File: config.mk
export PLATFORM = sky130hd
export DESIGN_NAME = tick_watchdog
export DESIGN_NICKNAME = d
export VERILOG_FILES = /design/src/rtl/twd_pkg.sv /design/src/rtl/twd_prescale.sv /design/src/rtl/twd_postdiv.sv /design/src/rtl/twd_count.sv /design/src/rtl/tick_watchdog.sv
export SDC_FILE = /design/constraint.sdc
export NUM_CORES = 1
export LEC_CHECK = 0
export BUFFER_PORTS_ARGS = -buffer_cell sky130_fd_sc_hd__buf_4
export CAP_MARGIN = 20
export CORE_MARGIN = 5
export CORE_UTILIZATION = 56
export DETAILED_ROUTE_END_ITERATION = 10
export PLACE_DENSITY = 0.89
export SETUP_SLACK_MARGIN = 0.3
export SLEW_MARGIN = 20
export SYNTH_ARGS = -nofsm -noshare
export SYNTH_HDL_FRONTEND = slang
export SYNTH_SLANG_ARGS = --single-unit
File: constraint.sdc
create_clock -name clk_i -period 2.8 [get_ports clk_i]
set_input_delay 0.42 -clock clk_i [delete_from_list [all_inputs] [get_ports clk_i]]
set_output_delay 0.42 -clock clk_i [all_outputs]
set_load 0.1 [all_outputs]
File: src/rtl/twd_pkg.sv
package twd_pkg;
  parameter int unsigned PRE_W   = 8;
  parameter int unsigned SEL_W   = 2;
  parameter int unsigned CNT_W   = 16;
  parameter int unsigned BASE_SH = 4;

  parameter int unsigned CTRL_WORD   = 0;
  parameter int unsigned RELOAD_WORD = 1;
  parameter int unsigned COUNT_WORD  = 2;

  parameter int unsigned BIT_RSTEN = 0;
  parameter int unsigned BIT_IRQEN = 2;
  parameter int unsigned SEL_LO    = 3;
  parameter int unsigned BIT_RUN   = 5;
  parameter int unsigned PRE_LO    = 8;

  parameter logic [CNT_W-1:0] CNT_RST = 16'h8000;
  parameter logic [PRE_W-1:0] PRE_RST = 8'h80;
  parameter logic [SEL_W-1:0] SEL_RST = 2'd3;

  typedef struct packed {
    logic [PRE_W-1:0] presc;
    logic [SEL_W-1:0] dsel;
    logic             run;
    logic             irq_en;
    logic             rst_en;
  } ctrl_t;
endpackage

File: src/rtl/twd_prescale.sv
module twd_prescale
  import twd_pkg::*;
(
  input  logic             clk_i,
  input  logic             rst_ni,
  input  logic             run_i,
  input  logic [PRE_W-1:0] div_i,
  output logic             stb_o
);
  logic [PRE_W-1:0] pre_q;
  logic             wrap;

  assign wrap  = pre_q >= div_i;
  assign stb_o = run_i & wrap;

  always_ff @(posedge clk_i or negedge rst_ni) begin
    if (!rst_ni)     pre_q <= '0;
    else if (!run_i) pre_q <= '0;
    else if (wrap)   pre_q <= '0;
    else             pre_q <= pre_q + 1'b1;
  end


  pre_clear_chk: assert property (@(posedge clk_i) disable iff (!rst_ni)
    !run_i |=> pre_q == '0) else $error("prescaler not cleared while stopped");
endmodule

File: src/rtl/twd_postdiv.sv
module twd_postdiv
  import twd_pkg::*;
(
  input  logic             clk_i,
  input  logic             rst_ni,
  input  logic             run_i,
  input  logic             stb_i,
  input  logic [SEL_W-1:0] sel_i,
  output logic             tick_o
);
  localparam int unsigned DIV_W = BASE_SH + (1 << SEL_W) - 1;

  logic [DIV_W:0]   span;
  logic [DIV_W-1:0] lim;
  logic [DIV_W-1:0] div_q;
  logic             wrap;

  assign span   = (DIV_W+1)'(1) << (BASE_SH + 32'(sel_i));
  assign lim    = DIV_W'(span - 1'b1);
  assign wrap   = div_q >= lim;
  assign tick_o = stb_i & wrap;

  always_ff @(posedge clk_i or negedge rst_ni) begin
    if (!rst_ni)     div_q <= '0;
    else if (!run_i) div_q <= '0;
    else if (stb_i)  div_q <= wrap ? '0 : div_q + 1'b1;
  end


  div_hold_chk: assert property (@(posedge clk_i) disable iff (!rst_ni)
    (run_i && !stb_i) |=> div_q == $past(div_q)) else $error("divider moved without strobe");
endmodule

File: src/rtl/twd_count.sv
module twd_count
  import twd_pkg::*;
#(
  parameter int unsigned RST_LEN = 8
) (
  input  logic             clk_i,
  input  logic             rst_ni,
  input  logic             run_i,
  input  logic             tick_i,
  input  logic             load_i,
  input  logic [CNT_W-1:0] load_val_i,
  input  logic [CNT_W-1:0] reload_i,
  input  logic             irq_en_i,
  input  logic             rst_en_i,
  output logic [CNT_W-1:0] cnt_o,
  output logic             irq_o,
  output logic             rst_o
);
  localparam int unsigned RC_W = $clog2(RST_LEN + 1);

  logic [CNT_W-1:0] cnt_q;
  logic [RC_W-1:0]  rc_q;
  logic             irq_q;
  logic             at_zero;
  logic             expire;

  assign at_zero = cnt_q == '0;
  assign expire  = tick_i & at_zero & ~load_i;

  always_ff @(posedge clk_i or negedge rst_ni) begin
    if (!rst_ni)     cnt_q <= CNT_RST;
    else if (load_i) cnt_q <= load_val_i;
    else if (tick_i) cnt_q <= at_zero ? reload_i : cnt_q - 1'b1;
  end

  always_ff @(posedge clk_i or negedge rst_ni) begin
    if (!rst_ni) begin
      irq_q <= 1'b0;
      rc_q  <= '0;
    end else begin
      irq_q <= expire & irq_en_i;
      if (expire && rst_en_i) rc_q <= RC_W'(RST_LEN);
      else if (rc_q != '0)    rc_q <= rc_q - 1'b1;
    end
  end

  assign cnt_o = cnt_q;
  assign irq_o = irq_q;
  assign rst_o = rc_q != '0;


  dec_chk: assert property (@(posedge clk_i) disable iff (!rst_ni)
    (tick_i && !load_i && !at_zero) |=> cnt_q == CNT_W'($past(cnt_q) - 1'b1))
    else $error("count did not decrement");

  reload_chk: assert property (@(posedge clk_i) disable iff (!rst_ni)
    (tick_i && !load_i && at_zero) |=> cnt_q == $past(reload_i))
    else $error("count did not reload");

  load_chk: assert property (@(posedge clk_i) disable iff (!rst_ni)
    load_i |=> cnt_q == $past(load_val_i)) else $error("service write lost");

  irq_single_chk: assert property (@(posedge clk_i) disable iff (!rst_ni)
    irq_q |=> !irq_q) else $error("interrupt wider than one cycle");

  rst_len_chk: assert property (@(posedge clk_i) disable iff (!rst_ni)
    (expire && rst_en_i) |=> (rst_o && rc_q <= RC_W'(RST_LEN))) else $error("reset pulse missing");

  hold_chk: assert property (@(posedge clk_i) disable iff (!rst_ni)
    (!run_i && !load_i) |=> $stable(cnt_q)) else $error("count moved while stopped");
endmodule

File: src/rtl/tick_watchdog.sv
module tick_watchdog
  import twd_pkg::*;
#(
  parameter int unsigned ADDR_W  = 4,
  parameter int unsigned RST_LEN = 8
) (
  input  logic              clk_i,
  input  logic              rst_ni,
  input  logic [ADDR_W-1:0] addr_i,
  input  logic              we_i,
  input  logic [31:0]       wdata_i,
  output logic [31:0]       rdata_o,
  output logic              irq_o,
  output logic              rst_req_o
);
  localparam int unsigned WIDX_W = ADDR_W - 2;

  ctrl_t             ctrl_q;
  logic [CNT_W-1:0]  reload_q;
  logic [CNT_W-1:0]  cnt;
  logic [WIDX_W-1:0] widx;
  logic              aligned;
  logic              hit_ctrl, hit_reload, hit_count;
  logic              pre_stb, tick;
  logic              unused_bits;

  assign widx       = addr_i[ADDR_W-1:2];
  assign aligned    = addr_i[1:0] == 2'b00;
  assign hit_ctrl   = aligned && widx == WIDX_W'(CTRL_WORD);
  assign hit_reload = aligned && widx == WIDX_W'(RELOAD_WORD);
  assign hit_count  = aligned && widx == WIDX_W'(COUNT_WORD);
  assign unused_bits = ^{wdata_i[31:PRE_LO+PRE_W], wdata_i[7:6], wdata_i[1]};

  always_ff @(posedge clk_i or negedge rst_ni) begin
    if (!rst_ni) begin
      ctrl_q   <= '{presc: PRE_RST, dsel: SEL_RST, run: 1'b0, irq_en: 1'b0, rst_en: 1'b0};
      reload_q <= CNT_RST;
    end else if (we_i) begin
      if (hit_ctrl) begin
        ctrl_q.presc  <= wdata_i[PRE_LO +: PRE_W];
        ctrl_q.dsel   <= wdata_i[SEL_LO +: SEL_W];
        ctrl_q.run    <= wdata_i[BIT_RUN];
        ctrl_q.irq_en <= wdata_i[BIT_IRQEN];
        ctrl_q.rst_en <= wdata_i[BIT_RSTEN];
      end
      if (hit_reload) reload_q <= wdata_i[CNT_W-1:0];
    end
  end

  always_comb begin
    rdata_o = '0;
    if (hit_ctrl) begin
      rdata_o[PRE_LO +: PRE_W] = ctrl_q.presc;
      rdata_o[SEL_LO +: SEL_W] = ctrl_q.dsel;
      rdata_o[BIT_RUN]         = ctrl_q.run;
      rdata_o[BIT_IRQEN]       = ctrl_q.irq_en;
      rdata_o[BIT_RSTEN]       = ctrl_q.rst_en;
    end else if (hit_reload) begin
      rdata_o[CNT_W-1:0] = reload_q;
    end else if (hit_count) begin
      rdata_o[CNT_W-1:0] = cnt;
    end
  end

  twd_prescale i_prescale (
    .clk_i  (clk_i),
    .rst_ni (rst_ni),
    .run_i  (ctrl_q.run),
    .div_i  (ctrl_q.presc),
    .stb_o  (pre_stb)
  );

  twd_postdiv i_postdiv (
    .clk_i  (clk_i),
    .rst_ni (rst_ni),
    .run_i  (ctrl_q.run),
    .stb_i  (pre_stb),
    .sel_i  (ctrl_q.dsel),
    .tick_o (tick)
  );

  twd_count #(.RST_LEN(RST_LEN)) i_count (
    .clk_i      (clk_i),
    .rst_ni     (rst_ni),
    .run_i      (ctrl_q.run),
    .tick_i     (tick),
    .load_i     (we_i & hit_count),
    .load_val_i (wdata_i[CNT_W-1:0]),
    .reload_i   (reload_q),
    .irq_en_i   (ctrl_q.irq_en),
    .rst_en_i   (ctrl_q.rst_en),
    .cnt_o      (cnt),
    .irq_o      (irq_o),
    .rst_o      (rst_req_o)
  );


  out_idle_chk: assert property (@(posedge clk_i) disable iff (!rst_ni)
    (!ctrl_q.irq_en && !$past(ctrl_q.irq_en)) |=> !irq_o) else $error("interrupt while disabled");
endmodule

==> metrics.md, run 1 <==
| Metric | Value |
|---|---|
| RSZ-0062 raised after global routing | yes |
| Slew HR | 0.4447 |
| Post-Layout Cell Count | 587 |
| Max-cap violation count | 0 |
| CP Data Required Time | 3.08 ns |
| Worst skew pair latency | 0.36 ns |
| Via-per-instance ratio | 6.002 |
| Htree depth | 3 |
| DRT antenna net count | 0 |
| Hold WC Path Type | primary input to asynchronous set/reset pin |
| Main synth FF type | dfrtp_1 |
| # DRC | 0 |
| Synth area leader | dfrtp_1 |
| Syn avg cell area | 9.173 um^2 |
| Sequential area share after synthesis | 0.4036 |
| Synth Area in XOR/XNOR | 0.02815 |
| Synth Area in Adders | 0.05258 |
| Vias | 3523 |
| Synth top area share | 0.3712 |
| Post-route minimum period | 2.433 ns |
| Max incr delay on CP | 0.45 ns |
| P&R area growth vs syn | 15.81% |
| Initial antenna violation count | 0 |
| Post-Syn Area | 4045 um^2 |
| Gp weighted congestion | 0.9837 |
| Die height | 94.99 um |
| Crit path max-delay cell type | dfrtp_1 |
| Initial DRC Count | 382 |
| Pins Over Slew Limit | 0 |
| Finish-stage setup viols | 0 |
| Die area | 9023 um^2 |
| Ratio of cells with drive above 1 in the final layout | 0.2582 |
| Longest Clk Path Bufs | 2 |
| FILL cells | 556 |
| Crit start category | flop |
| Setup CP Type | flop to flop |
| Number of diodes | 0 |
| Post-route setup TNS | 0 ns |
| PwrDens | 614.7 nW/um^2 |
| Synth Instances | 441 |
| Ranking of synthesized cells by area | dfrtp_1 37%, mux2_2 8.1%, nor2_1 5.8% |
| GRT overflow | 0 |
| I/O Buffers | 40 |
| Clk slew on worst S/H paths | 0.08 ns |
| Seq cells post-synth | 65 |
| Fmax | 0.4111 GHz |
| Wirelength per Cell | 17.67 um |
| Crit path cell chain | inv_1 > ha_1 > or3b_4 > or4_4 > or3_1 > nand2_1 > a211oi_1 > a211oi_2 |
| Mux cell area share after synthesis | 0.1203 |
| Final hold vios | 0 |
| Placed insts | 568 |
| Synth Area in Simple Gates | 0.1791 |
| Initial DRT Pass Iterations | 5 |
| CTS Root Cell | clkbuf_8 |
| Die X | 94.99 um |
| Worst-Margin Slew | 0.8329 ns |
| I/O pin total | 73 |
| Complex-gate fraction of the synthesized area | 0.1435 |
| CTS tree | yes |
| Final Cycle Share | 0.8688 |
| Vias in the first global route | 3431 |
| CTS buffer count | 9 |
| Netlist cell types | 55 |
| Ys Warns | 0 |
| Async SR Flop Fraction | 1.000 |
| Number of flops mapped to enable cells by yosys | 0 |
| Initial Utilization | 0.5668 |
| Worst vdd ir | 348.1 uV |
| Clock sinks | 65 |
| Hold_buf cts | 0 |
| Outcome | complete, no violations |
| Post-Route WL | 10.38 mm |
| Crit path capture type | flop |
| Row Count | 31 |
| Main combinational cell family by area after synthesis | simple AND/OR/NAND/NOR gates |
| Crit path max fanout | 6 |
| Skew final | 0.009875 ns |
| Worst EP arrival | 2.71 ns |
| Global-route wire length before repair | 16.73 mm |
| HPWL Detailed | 7.080 mm |
| Core Box Area | 7137 um^2 |
| P_leak | 0.002144 uW |
| Final nets | 539 |
| Tot GR Track Use | 0.2409 |
| Largest net degree at the start of global routing | 66 |
## synth_stat cells (3+ instances only)
master     instances
a21oi_1           28
nor2b_1            4
nor3_1             4
o22ai_1            3
nor4_1             3
nand3_1           14
o211ai_1           7
buf_2              7
xor2_1             8
nor3b_1            3
o21ai_0           22
nand2_1           30
or2_2              4
or4_1              3
a31oi_1            4
o2111ai_1          3
buf_4             18
inv_1             19
mux2_2            29
clkbuf_1          11
nand4_1            3
xnor2_1            5
dfstp_2            5
a22oi_1            4
and3_1             8
nor2_1            62
mux2i_1           16
dfrtp_1           60
ha_1              17
## cell type report
cell class | instances | area [um^2] | area share
clock inverter | 5 | 30.03 | 0.006410
tap | 99 | 123.9 | 0.02644
inverter | 19 | 71.32 | 0.01522
timing repair buffer | 54 | 405.4 | 0.08654
clock buffer | 11 | 151.4 | 0.03232
multi-input combinational | 334 | 2268 | 0.4842
sequential | 65 | 1634 | 0.3488
## state kept, by name, indices dropped and copies added (netlist names)
| signal | count |
|---|---|
| i_count.cnt_o | 16 |
| reload_q | 16 |
| ctrl_q | 13 |
| i_prescale.pre_q | 8 |
| i_postdiv.div_q | 7 |
| i_count.rc_q | 4 |
| i_count.irq_o | 1 |
## where the power goes
part / total, uW / internal, uW / switching (uW) / leakage, uW
sequential: 1310 / 1110 / 201 / 0.000818
clock: 754 / 365 / 390 / 0.0000911
combinational: 817 / 308 / 509 / 0.00123
## cells by family (layout without fill, tap and decap cells)
kind of cell / after synthesis / after routing
AO/OA/AOI/OAI: 92 / 92
flip-flops: 65 / 65
XOR/XNOR: 13 / 13
adder cells (fa/ha/maj): 17 / 17
multiplexers: 45 / 45
buffers and inverters: 57 / 89
other: 1 / 16
AND/OR/NAND/NOR: 151 / 151
## layout by cell type, fill, tap and decap left out, types with 3 or more instances in the layout
cell / Yosys / layout
dfrtp_1: 60 / 59
buf_4: 18 / 54
nor2_1: 62 / 51
nand2_1: 30 / 30
mux2_2: 29 / 29
a21oi_1: 28 / 28
o21ai_0: 22 / 22
inv_1: 19 / 19
ha_1: 17 / 17
mux2i_1: 16 / 16
conb_1: 1 / 16
nand3_1: 14 / 14
clkbuf_8: 0 / 11
nor2_4: 0 / 10
and3_1: 8 / 8
xor2_1: 8 / 8
o211ai_1: 7 / 7
xnor2_1: 5 / 5
dfstp_2: 5 / 5
or2_2: 4 / 4
nor2b_1: 4 / 4
a22oi_1: 4 / 4
nor3_1: 4 / 4
a31oi_1: 4 / 4
nand4_1: 3 / 3
nor3b_1: 3 / 3
or4_1: 3 / 3
o22ai_1: 3 / 3
o2111ai_1: 3 / 3
clkinv_2: 0 / 3
## final timing paths
path	start	to	slack (ns)	cells past startpoint
min in group clk_i	wdata_i[6]	i_count.cnt_o[6]	0.29	3
max in group asynchronous	rst_ni	i_prescale.pre_q[0]	2.04	1
max reg2reg	i_count.cnt_o[0]	i_count.cnt_o[10]	0.37	8
max	i_count.cnt_o[0]	i_count.cnt_o[10]	0.37	8
min reg2reg	i_prescale.pre_q[0]	i_prescale.pre_q[0]	0.51	1
min	rst_ni	i_count.rc_q[2]	0.15	1
## worst max-delay path: cells and delay by family (launching register included)
| kind | cells | cell delay (ns) |
|---|---|---|
| AO/OA/AOI/OAI | 2 | 0.28 |
| AND/OR/NAND/NOR | 4 | 1.31 |
| adder cells (fa/ha/maj) | 1 | 0.20 |
| flip-flops | 1 | 0.45 |
| buffers and inverters | 1 | 0.11 |
## metrics by stage
step           cell area (um^2)  hold slack [ns]    util  setup slack [ns]  power (uW)
5_1_grt                    4684           0.2252  0.6564            0.2365        3020
3_3_place_gp               4467           0.4953  0.6259            0.4723        2055
4_1_cts                    4648           0.1895  0.6513            0.3713        2859
2_1_floorplan              4179           0.1244       -            0.1019        1894
6_report                   4684           0.1541  0.6564            0.3674        2880
3_5_place_dp               4467           0.5098  0.6259            0.3780        2103
## routing by layer
metal | vias to the layer above | part of all wire | GRT usage
li1 | 1615 | - | -
met1 | 1679 | 0.42 | 0.3159
met2 | 194 | 0.47 | 0.3787
met3 | 35 | 0.088 | 0.05976
met4 | 0 | 0.021 | 0.1034
met5 | - | 0 | 0
## what timing repair did
item                       CTS  global route
setup endpoints to repair    0            13
gates resized for setup      0             4
buffers inserted             0             3
(Power assumes the default switching activity.)
==> run 2, diff against run 1 <==
--- a/config.mk
+++ b/config.mk
@@ -7,12 +7,15 @@
 export LEC_CHECK = 0
 export BUFFER_PORTS_ARGS = -buffer_cell sky130_fd_sc_hd__buf_4
 export CAP_MARGIN = 20
+export CORE_ASPECT_RATIO = 0.6
 export CORE_MARGIN = 5
-export CORE_UTILIZATION = 56
+export CORE_UTILIZATION = 57
 export DETAILED_ROUTE_END_ITERATION = 10
-export PLACE_DENSITY = 0.89
+export PLACE_DENSITY = 0.9
 export SETUP_SLACK_MARGIN = 0.3
 export SLEW_MARGIN = 20
 export SYNTH_ARGS = -nofsm -noshare
 export SYNTH_HDL_FRONTEND = slang
+export SYNTH_HIERARCHICAL = 1
 export SYNTH_SLANG_ARGS = --single-unit
+export TNS_END_PERCENT = 50
==> run 2 against run 1 <==
Compared with the run above: hold slack better by 0.014 ns; sequential power hardly changed; synthesized cell count decreased by 0.91%; critical path depth grew 3; register-to-register slack lost 0.02 ns; cell count is 2.6% higher; setup slack got worse by 0.017 ns; critical endpoint is now i_count/cnt_o[9]; largest power group unchanged.
==> metrics.md, run 2 <==
| Metric | Value |
|---|---|
| Outcome | complete, no violations |
| Skew final | 0.008800 ns |
| Number of diodes | 0 |
| RR Startpoint | ctrl_q[6] |
| Post-route minimum period | 2.450 ns |
| Final hold vios | 0 |
| Post-Syn Area | 4260 um^2 |
| Design area | 5107 um^2 |
| Slew HR | 0.4641 |
| CP Data Required Time | 3.03 ns |
| Metal3 WL | 965 um |
| Crit path capture type | flop |
| Synth area leader | dfrtp_1 |
| Fmax | 0.4082 GHz |
| Worst vdd ir | 661.4 uV |
| I/O pin total | 73 |
| Number of flops mapped to enable cells by yosys | 0 |
| Async SR Flop Fraction | 1.000 |
| Synth Instances | 437 |
| Main synth FF type | dfrtp_1 |
| Most frequent cells in the layout | 66 x buf_4, 60 x dfrtp_1, 42 x nor2_1, 24 x o21ai_0, 22 x nand2_1 |
| Placed Area | 4607 um^2 |
| Most common cell after layout, fill and taps aside | buf_4 |
| CTS Root Cell | clkbuf_16 |
| Longest Clk Path Bufs | 2 |
| HPWL Detailed | 7.453 mm |
| CTS tree | yes |
| Setup CP Type | flop to flop |
| Total power | 3516 uW |
| Top cells by count, synth | 60 x dfrtp_1, 42 x nor2_1, 29 x a21oi_1 |
| Worst reg2reg setup slack | 0.35 ns |
| Highest Signal Layer | met4 |
| Core Box Area | 7267 um^2 |
| CTS buffer count | 9 |
| Row Count | 24 |
| Via-per-instance ratio | 6.015 |
| Ys Warns | 6 |
| Synth top area share | 0.3524 |
| Ratio of cells with drive above 1 in the final layout | 0.3313 |
| Seq cells post-synth | 65 |
| DP Worst Slack | 0.1198 ns |
| Netlist cell types | 67 |
| RSZ-0062 raised after global routing | yes |
| # DRC | 0 |
| Die area | 9360 um^2 |
| Initial DRT Pass Iterations | 5 |
| DRT antenna net count | 0 |
| Global-route wire length before repair | 17.75 mm |
| Wirelength per Cell | 18.11 um |
| Initial antenna violation count | 0 |
| Hold WC Path Type | primary input to asynchronous set/reset pin |
| Pins Over Slew Limit | 0 |
| Setup WS post-layout | 0.3500 ns |
| Gp weighted congestion | 1.013 |
| Clk slew on worst S/H paths | 0.05 ns |
| P_leak | 0.002342 uW |
| Post-Route WL | 10.90 mm |
| Final nets | 549 |
| Initial DRC Count | 447 |
| Worst skew pair latency | 0.34 ns |
| GRT overflow | 0 |
| Htree depth | 3 |
| I/O Buffers | 40 |
| Initial Utilization | 0.5863 |
| Ranking of synthesized cells by area | dfrtp_1 35%, mux2_2 5.0%, ha_1 5.0% |
| Sequential area share after synthesis | 0.3833 |
| Finish-stage setup viols | 0 |
| Met2 wire len | 4.897 mm |
| Syn avg cell area | 9.749 um^2 |
| Crit path max fanout | 4 |
| Max-cap violation count | 0 |
| Met1 wire length | 4.850 mm |
| Largest net degree at the start of global routing | 66 |
| Vias | 3621 |
| Clock sinks | 65 |
| Die height | 76.97 um |
| Worst EP arrival | 2.68 ns |
| P&R area growth vs syn | 19.88% |
| Final Cycle Share | 0.8750 |
| PwrDens | 688.4 nW/um^2 |
| Worst-Margin Slew | 0.8038 ns |
| Post-route setup TNS | 0 ns |
| Die X | 121.6 um |
| WHS | 0.1682 ns |
| Crit start category | flop |
| Hold_buf cts | 0 |
| R2R cell count | 11 |
| Vias in the first global route | 3480 |
| R2R Path End | i_count/cnt_o[9] |
| Most instantiated library cell after synthesis | dfrtp_1 |
| Tot GR Track Use | 0.2412 |
## run 2: critical path, cell delays in order (launching register included)
cell and delay [ns]:
dfrtp_1 0.36, inv_1 0.07, ha_1 0.20, or4_4 0.52, a21oi_4 0.13, o31ai_1 0.08, and2_1 0.20, o21a_4 0.15
buf_6 0.13, nor3b_2 0.15, mux2i_1 0.13, o31ai_1 0.23
## run 2: routing by layer
metal  global-route usage  vias up
met5                    0        -
met1               0.3404     1770
li1                     -     1666
met3              0.08015       24
met4              0.06600        0
met2               0.3554      161
## run 2: worst max-delay path by stage
stage	to	slack [ns]	startpoint
after floorplan	rdata_o[8]	-0.18	addr_i[1]
after global placement	i_count/cnt_o[9]	0.18	ctrl_q[7]
after detailed placement	i_count/cnt_o[9]	0.12	ctrl_q[7]
after CTS	i_count/cnt_o[9]	0.32	ctrl_q[6]
after global routing	i_count/cnt_o[9]	0.25	ctrl_q[7]
final	i_count/cnt_o[9]	0.35	ctrl_q[6]
## run 2: cell type report
cell class | instances | area [um^2]
clock buffers | 14 | 274.0
clock inverters | 2 | 35.03
fillers | 548 | 2160
multi-input cells | 330 | 2454
inverters | 20 | 75.07
repair buffers | 67 | 506.7
flip-flops and latches | 65 | 1633
well taps | 104 | 130.1
## run 2: power breakdown
part / total, uW / internal, uW / switching [uW] / leakage, uW
Sequential: 1310 / 1110 / 205 / 0.000826
Clock: 1160 / 760 / 396 / 0.000153
Combinational: 1050 / 451 / 594 / 0.00136
Total: 3520 / 2320 / 1200 / 0.00234
## run 2: metrics by stage
stage | std cells | utilization
6_report | 602 | 0.7028
3_3_place_gp | 569 | 0.6340
2_1_floorplan | 452 | -
4_1_cts | 595 | 0.6889
5_1_grt | 602 | 0.7028
3_5_place_dp | 569 | 0.6340
## run 2: logic make-up (layout without fill, tap and decap cells)
| family | Yosys count | after routing | share of synthesized area |
|---|---|---|---|
| buf+inv | 57 | 103 | 0.07518 |
| flops | 65 | 65 | 0.3833 |
| mux | 35 | 35 | 0.09956 |
| compound gates | 101 | 101 | 0.1612 |
| simple gates | 147 | 147 | 0.2012 |
| other cells | 1 | 16 | 0.0008802 |
| fa+ha+maj | 17 | 17 | 0.04993 |
| xor+xnor | 14 | 14 | 0.02878 |
## run 2: timing repair
item / in CTS / in global routing
gates resized for setup: 4 / 14
pin swaps: 2 / 4
setup buffers: 10 / 7
setup endpoints to repair: 13 / 21
